[src/rtl/lrup_pkg.sv]
package lrup_pkg;
  // Outcome of one accepted access, exposed for checking.
  typedef enum logic [1:0] {
    EV_IDLE = 2'd0,
    EV_HIT  = 2'd1,
    EV_MISS = 2'd2
  } lrup_event_e;
endpackage

[src/rtl/lrup_set_stack.sv]
module lrup_set_stack #(
  parameter int TAG_W = 28,
  parameter int WAYS  = 4,
  parameter int POS_W = 2
) (
  input  logic             clk,
  input  logic             rst_n,
  input  logic             clear,
  input  logic             upd_en,
  input  logic [TAG_W-1:0] tag_in,
  output logic             hit,
  output logic [POS_W-1:0] hit_pos
);
  // Index 0 is the most recently used entry.
  logic [TAG_W-1:0] tags [WAYS];
  logic [WAYS-1:0]  vld;
  logic [WAYS-1:0]  match;
  logic [POS_W-1:0] shift_lim;

  for (genvar w = 0; w < WAYS; w++) begin : g_cmp
    assign match[w] = vld[w] && (tags[w] == tag_in);
  end

  always_comb begin
    hit_pos = '0;
    for (int i = 0; i < WAYS; i++) begin
      if (match[i]) hit_pos = POS_W'(i);
    end
  end

  assign hit       = |match;
  // Entries at or above this index shift down by one.
  assign shift_lim = hit ? hit_pos : POS_W'(WAYS - 1);

  always_ff @(posedge clk) begin
    if (!rst_n || clear) begin
      vld <= '0;
      for (int i = 0; i < WAYS; i++) tags[i] <= '0;
    end else if (upd_en) begin
      tags[0] <= tag_in;
      vld[0]  <= 1'b1;
      for (int i = 1; i < WAYS; i++) begin
        if (POS_W'(i) <= shift_lim) begin
          tags[i] <= tags[i-1];
          vld[i]  <= vld[i-1];
        end
      end
    end
  end

  // Tags in a set are unique, so at most one entry matches.
  assert_unique_match_R4: assert property (@(posedge clk) disable iff (!rst_n)
    $onehot0(match));

  // The accessed tag sits valid at the top afterwards.
  assert_mru_after_access_R4: assert property (@(posedge clk) disable iff (!rst_n || clear)
    upd_en |=> vld[0] && (tags[0] == $past(tag_in)));

  // A hit only reorders, so the count of valid lines is unchanged.
  assert_hit_keeps_fill_R4: assert property (@(posedge clk) disable iff (!rst_n || clear)
    (upd_en && hit) |=> $countones(vld) == $countones($past(vld)));

  // A miss into a set that is not full grows it by exactly one line.
  assert_miss_grows_R5: assert property (@(posedge clk) disable iff (!rst_n || clear)
    (upd_en && !hit && !vld[WAYS-1]) |=> $countones(vld) == $countones($past(vld)) + 1);
endmodule

[src/rtl/lrup_hist_bank.sv]
module lrup_hist_bank #(
  parameter int SETS  = 4,
  parameter int BINS  = 5,
  parameter int CNT_W = 8,
  parameter int SET_W = 2,
  parameter int BIN_W = 3
) (
  input  logic             clk,
  input  logic             rst_n,
  input  logic             clear,
  input  logic             bump_en,
  input  logic [SET_W-1:0] bump_set,
  input  logic [BIN_W-1:0] bump_bin,
  input  logic [SET_W-1:0] rd_set,
  input  logic [BIN_W-1:0] rd_bin,
  output logic [CNT_W-1:0] rd_count
);
  localparam logic [CNT_W-1:0] CNT_MAX = '1;

  logic [CNT_W-1:0] cnt [SETS][BINS];

  function automatic logic [CNT_W-1:0] sat_inc(input logic [CNT_W-1:0] v);
    return (v == CNT_MAX) ? v : v + 1'b1;
  endfunction

  for (genvar s = 0; s < SETS; s++) begin : g_set
    for (genvar b = 0; b < BINS; b++) begin : g_bin
      logic hit_me;
      assign hit_me = bump_en && (bump_set == SET_W'(s)) && (bump_bin == BIN_W'(b));

      always_ff @(posedge clk) begin
        if (!rst_n || clear) cnt[s][b] <= '0;
        else if (hit_me)     cnt[s][b] <= sat_inc(cnt[s][b]);
      end

      // Counters only move up between clears.
      assert_no_decrease_R10: assert property (@(posedge clk) disable iff (!rst_n)
        !clear |=> cnt[s][b] >= $past(cnt[s][b]));

      // A full counter stays full.
      assert_no_overflow_R7: assert property (@(posedge clk) disable iff (!rst_n)
        (!clear && cnt[s][b] == CNT_MAX) |=> cnt[s][b] == CNT_MAX);

      // Clear empties the counter.
      assert_clear_zero_R8: assert property (@(posedge clk) disable iff (!rst_n)
        clear |=> cnt[s][b] == '0);
    end
  end

  always_ff @(posedge clk) begin
    if (!rst_n || clear)                rd_count <= '0;
    else if (rd_bin < BIN_W'(BINS))     rd_count <= cnt[rd_set][rd_bin];
    else                                rd_count <= '0;
  end

  // Out-of-range bins read as zero.
  assert_bad_bin_zero_R9: assert property (@(posedge clk) disable iff (!rst_n)
    (rd_bin >= BIN_W'(BINS)) |=> rd_count == '0);
endmodule

[src/rtl/lru_depth_profiler.sv]
module lru_depth_profiler #(
  parameter int ADDR_W   = 32,
  parameter int OFFSET_W = 2,
  parameter int SET_W    = 2,
  parameter int WAYS     = 4,
  parameter int CNT_W    = 8,
  localparam int BIN_W   = $clog2(WAYS + 1)
) (
  input  logic              clk,
  input  logic              rst_n,
  input  logic              clear,
  input  logic              acc_valid,
  output logic              acc_ready,
  input  logic [ADDR_W-1:0] acc_addr,
  input  logic [SET_W-1:0]  rd_set,
  input  logic [BIN_W-1:0]  rd_bin,
  output logic [CNT_W-1:0]  rd_count
);
  import lrup_pkg::*;

  localparam int SETS  = 1 << SET_W;
  localparam int TAG_W = ADDR_W - SET_W - OFFSET_W;
  localparam int BINS  = WAYS + 1;
  localparam int POS_W = (WAYS > 1) ? $clog2(WAYS) : 1;

  function automatic logic [SET_W-1:0] addr_set(input logic [ADDR_W-1:0] a);
    return a[OFFSET_W +: SET_W];
  endfunction

  function automatic logic [TAG_W-1:0] addr_tag(input logic [ADDR_W-1:0] a);
    return a[ADDR_W-1 -: TAG_W];
  endfunction

  logic              accept;
  logic [SET_W-1:0]  set_idx;
  logic [TAG_W-1:0]  tag_val;
  logic [SETS-1:0]   set_hit;
  logic [POS_W-1:0]  set_pos [SETS];
  logic              sel_hit;
  logic [POS_W-1:0]  sel_pos;
  logic [BIN_W-1:0]  bump_bin;
  lrup_event_e       acc_event;

  assign acc_ready = !clear;
  assign accept    = acc_valid && acc_ready;
  assign set_idx   = addr_set(acc_addr);
  assign tag_val   = addr_tag(acc_addr);

  for (genvar s = 0; s < SETS; s++) begin : g_stack
    lrup_set_stack #(.TAG_W(TAG_W), .WAYS(WAYS), .POS_W(POS_W)) u_stack (
      .clk     (clk),
      .rst_n   (rst_n),
      .clear   (clear),
      .upd_en  (accept && (set_idx == SET_W'(s))),
      .tag_in  (tag_val),
      .hit     (set_hit[s]),
      .hit_pos (set_pos[s])
    );
  end

  assign sel_hit   = set_hit[set_idx];
  assign sel_pos   = set_pos[set_idx];
  assign bump_bin  = sel_hit ? BIN_W'(sel_pos) : BIN_W'(WAYS);
  assign acc_event = !accept ? EV_IDLE : (sel_hit ? EV_HIT : EV_MISS);

  lrup_hist_bank #(
    .SETS(SETS), .BINS(BINS), .CNT_W(CNT_W), .SET_W(SET_W), .BIN_W(BIN_W)
  ) u_hist (
    .clk      (clk),
    .rst_n    (rst_n),
    .clear    (clear),
    .bump_en  (accept),
    .bump_set (set_idx),
    .bump_bin (bump_bin),
    .rd_set   (rd_set),
    .rd_bin   (rd_bin),
    .rd_count (rd_count)
  );

  // No access is taken while clearing.
  assert_clear_blocks_R8: assert property (@(posedge clk) disable iff (!rst_n)
    clear |-> !acc_ready && (acc_event == EV_IDLE));

  // A miss always lands in the miss bin.
  assert_miss_bin_R3: assert property (@(posedge clk) disable iff (!rst_n)
    (acc_event == EV_MISS) |-> bump_bin == BIN_W'(WAYS));
endmodule

[config.mk]
export PLATFORM = sky130hd
export DESIGN_NAME = lru_depth_profiler
export DESIGN_NICKNAME = d
export VERILOG_FILES = /design/src/rtl/lrup_pkg.sv /design/src/rtl/lrup_set_stack.sv /design/src/rtl/lrup_hist_bank.sv /design/src/rtl/lru_depth_profiler.sv
export SDC_FILE = /design/constraint.sdc
export NUM_CORES = 1
export LEC_CHECK = 0
export ABC_AREA = 1
export ABC_CLOCK_PERIOD_IN_PS = 6800
export BUFFER_PORTS_ARGS = -buffer_cell sky130_fd_sc_hd__buf_2
export CORE_AREA = 10 10 343 345
export CTS_CLUSTER_SIZE = 16
export DETAILED_ROUTE_END_ITERATION = 10
export DIE_AREA = 0 0 353 355
export PLACE_DENSITY = 0.58
export SETUP_SLACK_MARGIN = 0.4
export SLEW_MARGIN = 20
export SYNTH_ARGS = -nofsm -noshare
export SYNTH_HDL_FRONTEND = slang
export SYNTH_SLANG_ARGS = --single-unit
[constraint.sdc]
create_clock -name clk -period 6.8 [get_ports clk]
set_clock_uncertainty 0.2 [all_clocks]
set_input_delay 1.7 -clock clk [delete_from_list [all_inputs] [get_ports clk]]
set_output_delay 1.7 -clock clk [all_outputs]
set_load 0.01 [all_outputs]
==> results.cfg <==
[critical_path]
ff2ff_path_depth = 16
crit_type = primary input to register
worst-endpoint-required_ns = 6.88
worst_setup_path_start_kind = primary input
critical_path.reg2reg.endpoint = u_hist.cnt[0][0]
crit_path_end_kind = register
r2r_start = g_stack[1].u_stack.tags[0][91]
cp_top_family = simple AND/OR/NAND/NOR gates
worst-r2r-setup-slack_ns = 3.35
max_stage_delay_ns = 0.69
cp_cell_sequence = buf_2, inv_2, nand2_1, nand2_1, nor2_1, nand2_1, nor2_1, nand2_1, nor2_1, nor2_1, nand2_1, nand2_1, nand2_1, nor2_2, nand2_1, inv_1, nand2_1, nand2_1
crit_top_cell = sky130_fd_sc_hd__nand2_1
timing.critical_path.buf_inv = 3
worstPathMaxFanout = 23
cpMaxStageDelayCell = sky130_fd_sc_hd__inv_2
worst_ep_arrival_time_ns = 4.97

[clocking]
setup_fix_buffers_added_after_clock_tree_synthesis = 0
worst_setup_hold_path_clk_slew_ns = 0.06
ctsResizeCount = 0
post_cts_hold_buffer_count = 0
tritoncts_clock_tree = yes
tritoncts.num_buffers = 76
clk-insertion-delay-late_ns = 0.65
tritoncts_sinks = 632
ctsHtreeMaxLevel = 3
cts_root_buffer = sky130_fd_sc_hd__clkbuf_16
cts-root-to-sink-buffers = 3

[logic_synthesis]
synth_cells = 4938
largest_family_of_logic_cells_by_synthesized_area = simple AND/OR/NAND/NOR gates
synth_area_leader_cell = sky130_fd_sc_hd__edfxtp_1
proportion_of_register_bits_with_asynchronous_set_or_reset_after_synthesis_pct = 0
mappedNetlistArea_mm2 = 0.0375
adder_cell_fraction_of_synth_area_pct = 0.668
post_synth_xor_area_fraction_pct = 4.19
post-synth-top-area-fraction_pct = 48.7
post_synth_mux_area_share_pct = 0
post_synthesis_sequential_element_count = 632
seq_area_frac_synth_pct = 50.0
synth.avg_cell_area_um2 = 7.59
synth_edf_count = 608
ys.warnings.count = 0
synth_cell_type_count = 42
share_of_the_synthesized_area_in_compound_gates_ao_oa_aoi_oai_pct = 3.82
ys_dominant_reg_cell = sky130_fd_sc_hd__edfxtp_1
synth.net_count = 4999
synthSimpleGateAreaFrac_pct = 32.7
yosys-top-cells-area = sky130_fd_sc_hd__edfxtp_1, sky130_fd_sc_hd__nand2_1, sky130_fd_sc_hd__nor2_1

[die]
top_level_ports = 50
floorplan.die.height_um = 355
fp-row-count = 122
floorplan.core_area_mm2 = 0.110
design.die.area_mm2 = 0.125
initial_core_util_pct = 33.9
die_width_um = 353

[detailed_routing]
detail_route.wirelength_mm = 131
average_wire_length_per_cell_after_detail_routing_um = 20.0
route.antenna.remaining_nets = 0
drt_iter0_markers = 3211
dr_vias = 32200
drt_drc_violations_left = 0
detailedRoute.firstPassIterationCount = 6
drt-vias-per-instance = 4.94

[sta]
slew_violations = 0
period_needed_ns = 4.89
hold_viol_final = 0
slew-limit-headroom_pct = 34.6
tns_ns = 0
final_min_period_over_clock_period_pct = 72.0
setup_viol = 0
setup_repair_after_global_routing_missed_its_margin = no
fmax_mhz = 204
worstMarginPinSlew_ns = 0.979
postLayoutSetupSlackWorst_ns = 1.91

[placed_design]
cell_area_after_placement_mm2 = 0.0393
portBuffers = 47
place_congestion = 0.970
place.detailed.instances = 6379
pre_cts_ws_ns = 1.30
dpl.hpwl_mm = 91.6

[final_layout]
postLayoutCellArea_mm2 = 0.0418
final_layout_size_suffix_gt1_share_pct = 6.56
nFillCells = 11400
post_layout_net_count = 5030
post_layout_nonfiller_instances = 6516
num_antenna_cells = 0
areaGrowthSynthToFinish_pct = 11.6

[grt]
gr-usage-all-layers_pct = 20.2
grt_start_max_net_pins = 54
antenna_found_initial = 1
first_global_vias = 30600
grt_overflow = 0
grt_pass1_wl_mm = 192

[power_and_ir_drop]
p_seq_share_pct = 46.4
power.switching_uw = 2670
power_per_cell_area_mw_per_mm2 = 236
power.share.switching_pct = 27.1
internal_power_uw = 7190
p_comb_share_pct = 11.5
ir_drop_mv = 0.153
share_clk_of_total_power_pct = 42.1
leakage_power_uw = 0.0174
total_power_uw = 9860

[min_path]
worstHoldStart = g_stack[2].u_stack.vld[3]
hold-path-endpoint = g_stack[2].u_stack.vld[3]
hold_path_class = register to register
whs_path_depth = 2

[run_status]
status = finished, final reports clean

[flow_run]
cap_viol_max_count = 0
-- cells in the mapped netlist, types with 3 or more instances --
| master | instances |
|---|---|
| sky130_fd_sc_hd__clkbuf_1 | 50 |
| sky130_fd_sc_hd__nand2_4 | 4 |
| sky130_fd_sc_hd__o211ai_1 | 16 |
| sky130_fd_sc_hd__clkinv_1 | 3 |
| sky130_fd_sc_hd__inv_2 | 35 |
| sky130_fd_sc_hd__a21oi_1 | 62 |
| sky130_fd_sc_hd__nand3b_1 | 11 |
| sky130_fd_sc_hd__nor2_1 | 1071 |
| sky130_fd_sc_hd__inv_1 | 593 |
| sky130_fd_sc_hd__or2_2 | 4 |
| sky130_fd_sc_hd__buf_4 | 22 |
| sky130_fd_sc_hd__o22ai_1 | 10 |
| sky130_fd_sc_hd__dfxtp_1 | 24 |
| sky130_fd_sc_hd__nand3_2 | 3 |
| sky130_fd_sc_hd__and3_1 | 5 |
| sky130_fd_sc_hd__o21ai_0 | 172 |
| sky130_fd_sc_hd__xor2_1 | 86 |
| sky130_fd_sc_hd__ha_1 | 20 |
| sky130_fd_sc_hd__nor3b_1 | 7 |
| sky130_fd_sc_hd__edfxtp_1 | 608 |
| sky130_fd_sc_hd__nor2b_1 | 4 |
| sky130_fd_sc_hd__nor2_2 | 36 |
| sky130_fd_sc_hd__xnor2_1 | 93 |
| sky130_fd_sc_hd__o21ai_1 | 7 |
| sky130_fd_sc_hd__buf_2 | 92 |
| sky130_fd_sc_hd__nand3_1 | 187 |
| sky130_fd_sc_hd__nand4_1 | 96 |
| sky130_fd_sc_hd__nand2_1 | 1530 |
| sky130_fd_sc_hd__buf_6 | 3 |
| sky130_fd_sc_hd__nor3_1 | 56 |
| sky130_fd_sc_hd__nor4_1 | 5 |
| sky130_fd_sc_hd__and2_1 | 8 |
| sky130_fd_sc_hd__nand2_2 | 5 |
-- state kept, by name, summed over array words and instances, names as in the netlist --
register              count
g_stack.u_stack.tags    448
u_hist.cnt              160
g_stack.u_stack.vld      16
u_hist.rd_count           8
-- through the flow --
step	utilization [%]	hold WS, ns
2_1_floorplan	-	0.252
3_3_place_gp	35.6	0.276
3_5_place_dp	35.6	0.275
4_1_cts	37.9	0.283
5_1_grt	37.9	0.309
6_report	37.9	0.286
-- power by group through the flow --
| stage | Clock [uW] | Sequential (uW) | Combinational, uW |
|---|---|---|---|
| after floorplan | 0 | 4610 | 720 |
| after global placement | 0 | 4640 | 1110 |
| after detailed placement | 0 | 4650 | 1110 |
| after CTS | 4230 | 4570 | 1110 |
| after global routing | 4390 | 4590 | 1230 |
| final | 4150 | 4570 | 1130 |
-- how the worst max path moves through the flow --
stage                                     end  slack (ns)          from  cells after the start
2_1_floorplan  g_stack[2].u_stack.tags[0][28]        2.36  acc_addr[26]                     11
3_3_place_gp                 u_hist.cnt[0][0]        1.27  acc_addr[13]                     18
3_5_place_dp                 u_hist.cnt[0][0]        1.30  acc_addr[13]                     18
4_1_cts                      u_hist.cnt[0][0]        1.96  acc_addr[13]                     18
5_1_grt                      u_hist.cnt[1][0]        1.68  acc_addr[13]                     17
6_report                     u_hist.cnt[0][0]        1.91  acc_addr[13]                     18
-- cell families after synthesis --
group / after synthesis
and+or+nand+nor: 3035
buffers and inverters: 800
DFF: 632
AOI/OAI and AO/OA: 272
xor gates and xnor gates: 179
adders and majority gates: 20
-- cell usage in the layout (no fill, tap or decap), types with 3 or more instances in the layout --
cell                         instances
sky130_fd_sc_hd__edfxtp_1          608
sky130_fd_sc_hd__xor2_1             86
sky130_fd_sc_hd__inv_2              35
sky130_fd_sc_hd__nand2_2             8
sky130_fd_sc_hd__inv_1             593
sky130_fd_sc_hd__bufinv_16           7
sky130_fd_sc_hd__dfxtp_1            24
sky130_fd_sc_hd__clkinv_2            8
sky130_fd_sc_hd__nor4_1              5
sky130_fd_sc_hd__and3_1              5
sky130_fd_sc_hd__nand3b_1           11
sky130_fd_sc_hd__and2_1              8
sky130_fd_sc_hd__clkbuf_1           16
sky130_fd_sc_hd__clkbuf_8            4
sky130_fd_sc_hd__buf_2              47
sky130_fd_sc_hd__ha_1               20
sky130_fd_sc_hd__nand2_4             4
sky130_fd_sc_hd__buf_4              74
sky130_fd_sc_hd__nor2b_1             4
sky130_fd_sc_hd__clkinv_4            4
sky130_fd_sc_hd__nor2_1           1070
sky130_fd_sc_hd__nand2_1          1527
sky130_fd_sc_hd__o21ai_1             7
sky130_fd_sc_hd__clkbuf_16          79
sky130_fd_sc_hd__inv_6               5
sky130_fd_sc_hd__nand3_1           187
sky130_fd_sc_hd__clkinv_1           10
sky130_fd_sc_hd__o21ai_0           172
sky130_fd_sc_hd__xnor2_1            93
sky130_fd_sc_hd__or2_2               4
sky130_fd_sc_hd__nor3b_1             7
sky130_fd_sc_hd__nor2_2             36
sky130_fd_sc_hd__a21oi_1            62
sky130_fd_sc_hd__clkinvlp_4          5
sky130_fd_sc_hd__nand4_1            96
sky130_fd_sc_hd__nand3_2             3
sky130_fd_sc_hd__nor3_1             56
sky130_fd_sc_hd__o211ai_1           16
sky130_fd_sc_hd__o22ai_1            10
-- worst min-delay path, stage by stage (launching register included) --
cell and delay [ns]:
sky130_fd_sc_hd__dfxtp_1 0.32, sky130_fd_sc_hd__nand3_1 0.08, sky130_fd_sc_hd__nand2_1 0.04
-- cell type report --
type / count / area, um^2 / share of cell area [%]
Clock buffer: 99 / 2090 / 5.01
Sequential cell: 632 / 18700 / 44.8
Timing Repair Buffer: 121 / 791 / 1.89
Multi-Input combinational cell: 3506 / 15500 / 37.1
Clock inverter: 38 / 425 / 1.02
Tap cell: 1488 / 1860 / 4.45
Inverter: 632 / 2370 / 5.68
-- per-layer routing --
layer  global-route usage, %  up-vias  part of all wire [%]
li1                        -    15700                     -
met1                    27.7    14900                    44
met2                    31.1     1283                    43
met3                    3.09      313                   7.9
met4                    9.38        0                   5.2
met5                       0        -                     0
No activity file was read; power rests on OpenSTA's default activity.
